<file path="src/rtl/spi_mode_pkg.sv">
package spi_mode_pkg;
  localparam int FRAME_W = 8;
  localparam int BIT_W   = $clog2(FRAME_W + 1);

  typedef enum logic [1:0] {
    XM_DUPLEX = 2'd0,
    XM_TXONLY = 2'd1,
    XM_RXONLY = 2'd2,
    XM_MEMRD  = 2'd3
  } xfer_mode_e;

  typedef enum logic [1:0] {
    EG_IDLE,
    EG_LEAD,
    EG_SHIFT,
    EG_TAIL
  } eng_st_e;
endpackage

</file>
<file path="src/rtl/smm_fifo.sv">
module smm_fifo #(
  parameter int W     = 8,
  parameter int DEPTH = 4
) (
  input  logic         clk,
  input  logic         rst_n,
  input  logic         push,
  input  logic [W-1:0] wdata,
  input  logic         pop,
  output logic [W-1:0] rdata,
  output logic         full,
  output logic         empty
);
  localparam int AW = (DEPTH > 1) ? $clog2(DEPTH) : 1;
  localparam int CW = AW + 1;

  logic [W-1:0]  mem [DEPTH];
  logic [AW-1:0] wptr_q, wptr_d, rptr_q, rptr_d;
  logic [CW-1:0] cnt_q, cnt_d;
  logic          do_push, do_pop;

  assign full  = (cnt_q == CW'(DEPTH));
  assign empty = (cnt_q == '0);
  assign rdata = mem[rptr_q];

  always_comb begin
    do_push = push && !full;
    do_pop  = pop && !empty;
    wptr_d  = wptr_q;
    rptr_d  = rptr_q;
    if (do_push) wptr_d = (wptr_q == AW'(DEPTH - 1)) ? '0 : wptr_q + 1'b1;
    if (do_pop)  rptr_d = (rptr_q == AW'(DEPTH - 1)) ? '0 : rptr_q + 1'b1;
    cnt_d = cnt_q + CW'(do_push) - CW'(do_pop);
  end

  always_ff @(posedge clk or negedge rst_n) begin
    if (!rst_n) begin
      wptr_q <= '0;
      rptr_q <= '0;
      cnt_q  <= '0;
    end else begin
      wptr_q <= wptr_d;
      rptr_q <= rptr_d;
      cnt_q  <= cnt_d;
    end
  end

  always_ff @(posedge clk) begin
    if (do_push) mem[wptr_q] <= wdata;
  end

  assert_no_overflow_R8: assert property (@(posedge clk) disable iff (!rst_n)
    (push && full && !pop) |=> (cnt_q == $past(cnt_q)));
  assert_no_underflow_R8: assert property (@(posedge clk) disable iff (!rst_n)
    (pop && empty && !push) |=> (cnt_q == '0));
endmodule

</file>
<file path="src/rtl/smm_tick.sv">
module smm_tick #(
  parameter int DIV_W = 4
) (
  input  logic             clk,
  input  logic             rst_n,
  input  logic             run,
  input  logic [DIV_W-1:0] half,
  output logic             tick
);
  logic [DIV_W-1:0] cnt_q, cnt_d;

  assign tick = run && (cnt_q == half);

  always_comb begin
    if (!run || tick) cnt_d = '0;
    else              cnt_d = cnt_q + 1'b1;
  end

  always_ff @(posedge clk or negedge rst_n) begin
    if (!rst_n) cnt_q <= '0;
    else        cnt_q <= cnt_d;
  end
endmodule

</file>
<file path="src/rtl/smm_engine.sv">
module smm_engine
  import spi_mode_pkg::*;
#(
  parameter int NFR_W = 4
) (
  input  logic               clk,
  input  logic               rst_n,
  input  logic               start,
  input  logic [1:0]         mode,
  input  logic [NFR_W-1:0]   nfr,
  input  logic               tick,
  input  logic               tx_empty,
  input  logic [FRAME_W-1:0] tx_rdata,
  output logic               tx_pop,
  output logic               rx_push,
  output logic [FRAME_W-1:0] rx_wdata,
  output logic               run,
  output logic               busy,
  output logic               sclk,
  output logic               mosi,
  output logic               cs_n,
  input  logic               miso
);
  eng_st_e            st_q, st_d;
  logic               sclk_q, sclk_d, cs_q, cs_d, rxph_q, rxph_d;
  logic [BIT_W-1:0]   bitn_q, bitn_d;
  logic [FRAME_W-1:0] shtx_q, shtx_d, shrx_q, shrx_d;
  logic [NFR_W-1:0]   fcnt_q, fcnt_d;
  logic               capture;

  assign capture  = (mode == XM_DUPLEX) || (mode == XM_RXONLY) ||
                    ((mode == XM_MEMRD) && rxph_q);
  assign busy     = (st_q != EG_IDLE);
  assign run      = busy;
  assign sclk     = sclk_q;
  assign cs_n     = cs_q;
  assign mosi     = rxph_q ? 1'b0 : shtx_q[FRAME_W-1];
  assign rx_wdata = shrx_q;

  always_comb begin
    st_d = st_q; sclk_d = sclk_q; cs_d = cs_q; rxph_d = rxph_q;
    bitn_d = bitn_q; shtx_d = shtx_q; shrx_d = shrx_q; fcnt_d = fcnt_q;
    tx_pop = 1'b0; rx_push = 1'b0;
    unique case (st_q)
      EG_IDLE: if (start) begin
        fcnt_d = '0;
        bitn_d = '0;
        if (mode == XM_RXONLY || (mode == XM_MEMRD && tx_empty)) begin
          st_d = EG_LEAD; cs_d = 1'b0; rxph_d = 1'b1; shtx_d = '0;
        end else if (!tx_empty) begin
          st_d = EG_LEAD; cs_d = 1'b0; rxph_d = 1'b0;
          shtx_d = tx_rdata; tx_pop = 1'b1;
        end
      end
      EG_LEAD: if (tick) begin
        st_d = EG_SHIFT; sclk_d = 1'b1;
        shrx_d = {shrx_q[FRAME_W-2:0], miso};
        bitn_d = bitn_q + 1'b1;
      end
      EG_SHIFT: if (tick) begin
        if (!sclk_q) begin
          sclk_d = 1'b1;
          shrx_d = {shrx_q[FRAME_W-2:0], miso};
          bitn_d = bitn_q + 1'b1;
        end else begin
          sclk_d = 1'b0;
          if (bitn_q == BIT_W'(FRAME_W)) begin
            bitn_d  = '0;
            rx_push = capture;
            if (rxph_q) begin
              if (fcnt_q == nfr) st_d = EG_TAIL;
              else               fcnt_d = fcnt_q + 1'b1;
            end else if (!tx_empty) begin
              shtx_d = tx_rdata; tx_pop = 1'b1;
            end else if (mode == XM_MEMRD) begin
              rxph_d = 1'b1; shtx_d = '0;
            end else begin
              st_d = EG_TAIL;
            end
          end else begin
            shtx_d = {shtx_q[FRAME_W-2:0], 1'b0};
          end
        end
      end
      EG_TAIL: if (tick) begin
        st_d = EG_IDLE; cs_d = 1'b1;
      end
      default: st_d = EG_IDLE;
    endcase
  end

  always_ff @(posedge clk or negedge rst_n) begin
    if (!rst_n) begin
      st_q <= EG_IDLE; sclk_q <= 1'b0; cs_q <= 1'b1; rxph_q <= 1'b0;
      bitn_q <= '0; shtx_q <= '0; shrx_q <= '0; fcnt_q <= '0;
    end else begin
      st_q <= st_d; sclk_q <= sclk_d; cs_q <= cs_d; rxph_q <= rxph_d;
      bitn_q <= bitn_d; shtx_q <= shtx_d; shrx_q <= shrx_d; fcnt_q <= fcnt_d;
    end
  end

  assert_sclk_in_frame_R7: assert property (@(posedge clk) disable iff (!rst_n)
    sclk_q |-> !cs_q);
  assert_cs_release_R7: assert property (@(posedge clk) disable iff (!rst_n)
    $rose(cs_q) |-> (!sclk_q && $past(st_q) == EG_TAIL));
endmodule

</file>
<file path="src/rtl/spi_mode_master.sv">
module spi_mode_master
  import spi_mode_pkg::*;
#(
  parameter int DIV_W    = 4,
  parameter int NFR_W    = 4,
  parameter int TX_DEPTH = 4,
  parameter int RX_DEPTH = 8
) (
  input  logic             clk,
  input  logic             rst_n,
  input  logic             cfg_we,
  input  logic [1:0]       cfg_mode,
  input  logic [NFR_W-1:0] cfg_frames,
  input  logic [DIV_W-1:0] cfg_half,
  input  logic             start,
  input  logic             tx_push,
  input  logic [7:0]       tx_data,
  input  logic             rx_pop,
  input  logic             ovf_clr,
  input  logic             miso,
  output logic             tx_full,
  output logic [7:0]       rx_data,
  output logic             rx_empty,
  output logic             busy,
  output logic             ovf,
  output logic             sclk,
  output logic             mosi,
  output logic             cs_n
);
  logic [1:0]         rsync_q;
  logic               rst_q;
  logic [1:0]         mode_q, mode_d;
  logic [NFR_W-1:0]   nfr_q, nfr_d;
  logic [DIV_W-1:0]   half_q, half_d;
  logic               ovf_q, ovf_d;
  logic               tick, run, tx_pop, tx_empty, rx_push, rx_full;
  logic [FRAME_W-1:0] tx_rdata, rx_wdata;

  always_ff @(posedge clk or negedge rst_n) begin
    if (!rst_n) rsync_q <= '0;
    else        rsync_q <= {rsync_q[0], 1'b1};
  end
  assign rst_q = rsync_q[1];

  always_comb begin
    mode_d = mode_q; nfr_d = nfr_q; half_d = half_q;
    if (cfg_we && !busy) begin
      mode_d = cfg_mode; nfr_d = cfg_frames; half_d = cfg_half;
    end
    ovf_d = (ovf_q && !ovf_clr) || (rx_push && rx_full);
  end

  always_ff @(posedge clk or negedge rst_q) begin
    if (!rst_q) begin
      mode_q <= XM_DUPLEX; nfr_q <= '0; half_q <= '0; ovf_q <= 1'b0;
    end else begin
      mode_q <= mode_d; nfr_q <= nfr_d; half_q <= half_d; ovf_q <= ovf_d;
    end
  end
  assign ovf = ovf_q;

  smm_fifo #(.W(FRAME_W), .DEPTH(TX_DEPTH)) u_txq (
    .clk(clk), .rst_n(rst_q), .push(tx_push), .wdata(tx_data), .pop(tx_pop),
    .rdata(tx_rdata), .full(tx_full), .empty(tx_empty));

  smm_fifo #(.W(FRAME_W), .DEPTH(RX_DEPTH)) u_rxq (
    .clk(clk), .rst_n(rst_q), .push(rx_push), .wdata(rx_wdata), .pop(rx_pop),
    .rdata(rx_data), .full(rx_full), .empty(rx_empty));

  smm_tick #(.DIV_W(DIV_W)) u_tick (
    .clk(clk), .rst_n(rst_q), .run(run), .half(half_q), .tick(tick));

  smm_engine #(.NFR_W(NFR_W)) u_eng (
    .clk(clk), .rst_n(rst_q), .start(start), .mode(mode_q), .nfr(nfr_q),
    .tick(tick), .tx_empty(tx_empty), .tx_rdata(tx_rdata), .tx_pop(tx_pop),
    .rx_push(rx_push), .rx_wdata(rx_wdata), .run(run), .busy(busy),
    .sclk(sclk), .mosi(mosi), .cs_n(cs_n), .miso(miso));

  assert_cfg_hold_R1: assert property (@(posedge clk) disable iff (!rst_q)
    busy |=> ($stable(mode_q) && $stable(nfr_q) && $stable(half_q)));
  assert_rx_quiet_mosi_R5: assert property (@(posedge clk) disable iff (!rst_q)
    (mode_q == XM_RXONLY && !cs_n) |-> !mosi);
  assert_no_capture_cmd_R6: assert property (@(posedge clk) disable iff (!rst_q)
    (mode_q == XM_MEMRD && busy && !tx_empty) |-> !rx_push);
  assert_txonly_no_push_R4: assert property (@(posedge clk) disable iff (!rst_q)
    (mode_q == XM_TXONLY) |-> !rx_push);
  assert_ovf_sticky_R8: assert property (@(posedge clk) disable iff (!rst_q)
    (ovf_q && !ovf_clr) |=> ovf_q);
endmodule

</file>
<file path="config.mk">
export PLATFORM = sky130hd
export DESIGN_NAME = spi_mode_master
export DESIGN_NICKNAME = d
export VERILOG_FILES = /design/src/rtl/spi_mode_pkg.sv /design/src/rtl/smm_fifo.sv /design/src/rtl/smm_tick.sv /design/src/rtl/smm_engine.sv /design/src/rtl/spi_mode_master.sv
export SDC_FILE = /design/constraint.sdc
export NUM_CORES = 1
export LEC_CHECK = 0
export BUFFER_PORTS_ARGS = -buffer_cell sky130_fd_sc_hd__buf_4
export CAP_MARGIN = 20
export CORE_ASPECT_RATIO = 1.4
export CORE_MARGIN = 2
export CORE_UTILIZATION = 35
export DETAILED_ROUTE_END_ITERATION = 10
export GPL_ROUTABILITY_DRIVEN = 0
export PLACE_DENSITY = 0.62
export SKIP_LAST_GASP = 1
export SYNTH_ARGS = -nofsm -noshare
export SYNTH_HDL_FRONTEND = slang
export SYNTH_SLANG_ARGS = --single-unit
</file>
<file path="constraint.sdc">
create_clock -name clk -period 2.2 [get_ports clk]
set_clock_uncertainty 0.1 [all_clocks]
set_input_delay 0 -clock clk [delete_from_list [all_inputs] [get_ports clk]]
set_output_delay 0 -clock clk [all_outputs]
set_load 0.01 [all_outputs]
</file>
==> impl_metrics.tcl <==
set metrics [dict create \
    nNetsFinal 651 \
    drt_iter0_markers 245 \
    num_vias 4209 \
    yosysTopAreaCell "edfxtp_1" \
    violations "negative setup slack" \
    worstMarginPinSlew_ns 0.623 \
    layout_min_cycle_time_ns 2.43 \
    critPathLaunchType "register" \
    powerDensity_nw_per_um2 1310 \
    yosys_warnings 0 \
    tritoncts "built" \
    async_flop_share 0.396 \
    die_w_microns 124 \
    hp-class "reg -> async" \
    cts_made_buffers 17 \
    ys.flop_type "edfxtp_1" \
    postSynthAreaPerCell_sq_um 15.2 \
    grt_pass1_vias 4681 \
    synthCells 461 \
    cts_max_level 4 \
    ios 41 \
    gr-usage-all-layers 0.146 \
    fin_ws_ns -0.229 \
    fin_setup_tns_ns -1.31 \
    cp_num_buf_inv 1 \
    synth.area.top_cells "edfxtp_1 (41%), dfrtp_1 (22%), mux4_2 (7.7%)" \
    clk_latency_ns 0.43 \
    critPathMaxFanout 2 \
    fmax_mhz 412 \
    worstSetupPathType "reg -> reg" \
    min_period_over_period 1.10 \
    grt_max_degree 29 \
    fin_util 0.467 \
    netlist-cell-type-count 55 \
    max_cap_viol_count 0 \
    critPathArrivalTime_ns 2.63 \
    p_leak_uw 0.00361 \
    cp_top_family "adder cells" \
    die_h_microns 171 \
    syn_nets 515 \
    setup_violations 28 \
    ir_drop_mv 0.653 \
    area_growth_pct 31.7 \
    timing.hold.ws_ns 0.181 \
    status "finished, violations left" \
    wl_per_cell_microns 16.6 \
    hold_violations 0 \
    grt_antenna_before_repair 0 \
    via_per_inst 4.88 \
    dieArea_sq_um 21200 \
    worstPathCellList "xor2_2 > nor4_4 > nand3_1 > a21oi_2 > ha_1 > inv_2 > ha_4 > fa_2" \
    first_pass_iters 4 \
    synth_edf_count 96 \
    final_antenna_net_count 0 \
    clock_sinks 159 \
    synth-seq-cells 159 \
    num_rows 61 \
    seq_area_frac_synth 0.636 \
    coreArea_sq_um 19800 \
    syn-cell-area_sq_um 7010 \
    finalMaxSlewViolations 0 \
    slowest_delay_ns 0.42 \
    required_ns 2.40 \
    insertedDiodeCount 0 \
    endpoint_kind "register" \
    drc 0 \
    start_util 0.355 \
    slew_headroom 0.585 \
    clock_path_buffers 2 \
    routed_wl_microns 14300 \
    gr-total-overflow 0 \
    grt_pass1_wl_microns 23200 \
    grt_setup_unrepaired "true" \
    slowest_stage "dfrtp_1" \
    drive_above_1_share 0.395 \
    portBuffers 40 \
    finalPower_uw 12100 \
    yosysTopAreaCellShare 0.411 \
    clkTransAtPathRegs_ns 0.06 \
    dp_hpwl_microns 9920 \
    cts.root.buffer_cell "clkbuf_16" \
]
logic make-up (layout without fill, tap and decap cells):
group                    Yosys count  count (layout)  share of synthesized area
other                              1               1                   0.000535
flip-flops                       159             159                      0.636
XOR/XNOR                          15              15                     0.0187
AO/OA/AOI/OAI                     51              51                     0.0487
adder cells (fa/ha/maj)           28              28                     0.0521
buffers and inverters             40             189                     0.0241
AND/OR/NAND/NOR                  102             102                     0.0769
multiplexers                      65              65                      0.143
cell type report:
type,count,area [sq um]
fillers,1710,10500
flip-flops and latches,159,4460
multi-input cells,262,2640
repair buffers,129,1160
clock buffers,20,437
well taps,252,315
clock inverters,12,114
inverters,28,110
worst register-to-register path: stages (launching register included):
cell,delay (ns)
dfrtp_1,0.42
xor2_2,0.20
nor4_4,0.36
nand3_1,0.16
a21oi_2,0.19
ha_1,0.26
inv_2,0.07
ha_4,0.12
fa_2,0.42
per-layer routing:
layer  share of wire  GRT usage  up-vias  routed length (microns)
li1                -          -     1999                        -
met1            0.38      0.157     2127                     5380
met2            0.57      0.269       69                     8150
met3           0.039     0.0421       14                      554
met4           0.015     0.0504        0                      214
met5               0          0        -                        0
power breakdown:
| group | switching [uW] | total, uW | internal (uW) |
|---|---|---|---|
| clock network | 1180 | 2740 | 1560 |
| registers | 644 | 4650 | 4010 |
| logic | 2200 | 4710 | 2510 |
layout by cell type, fill, tap and decap left out, types with 7 or more instances in the layout:
cell and count:
a21oi_1 7, edfxtp_1 96, xor2_1 11, dlygate4sd3_1 25, ha_1 21, dfrtp_1 61
nor2_1 12, o21ai_0 18, clkbuf_16 17, buf_12 7, nand2_1 25, mux2_2 37
inv_1 21, mux4_2 24, nand3_1 15, buf_4 89
timing repair:
action	4_1_cts	5_1_grt
endpoints found under the setup margin	75	95
pin swaps	3	21
gates resized for setup	9	51
buffers inserted	9	1
hold buffers	25	0
endpoints found under the hold margin	54	0
metrics by stage:
step	setup slack, ns	std cells	area [sq um]
finish	-0.229	862	9240
global route	-0.305	862	9240
floorplan	-0.248	461	7070
global placement	-0.160	801	8160
CTS	-0.221	867	9060
detailed placement	-0.220	801	8160
flip-flops by register name (all words and copies together), names as in the netlist, 4 cells and up:
| signal | count |
|---|---|
| half_q | 4 |
| nfr_q | 4 |
| u_eng.bitn_q | 4 |
| u_eng.fcnt_q | 4 |
| u_eng.rx_wdata | 8 |
| u_eng.shtx_q | 8 |
| u_rxq.cnt_q | 4 |
| u_rxq.mem | 64 |
| u_tick.cnt_q | 4 |
| u_txq.mem | 32 |
cell usage after synthesis, types with 10 or more instances:
| library cell | n |
|---|---|
| edfxtp_1 | 96 |
| dfrtp_1 | 62 |
| ha_1 | 26 |
| nor3_1 | 10 |
| nand2_1 | 27 |
| inv_1 | 27 |
| nand3_1 | 17 |
| xor2_1 | 12 |
| nor2_1 | 15 |
| o21ai_0 | 20 |
| mux2_2 | 39 |
| mux4_2 | 24 |
| a21oi_1 | 11 |
worst paths after layout:
kind	start	to	slack, ns	cells past startpoint
setup / recovery	half_q[0]	u_txq.cnt_q[1]	-0.23	8
hold / removal	rsync_q[1]	u_eng.rx_wdata[7]	0.18	0
setup reg to reg	half_q[0]	u_txq.cnt_q[1]	-0.23	8
hold reg to reg	rsync_q[1]	u_eng.rx_wdata[7]	0.18	0
max in group asynchronous	rsync_q[1]	u_eng.st_q[0]	1.21	1
min in group clk	cfg_we	mode_q[0]	0.19	3
(Power assumes the default switching activity.)
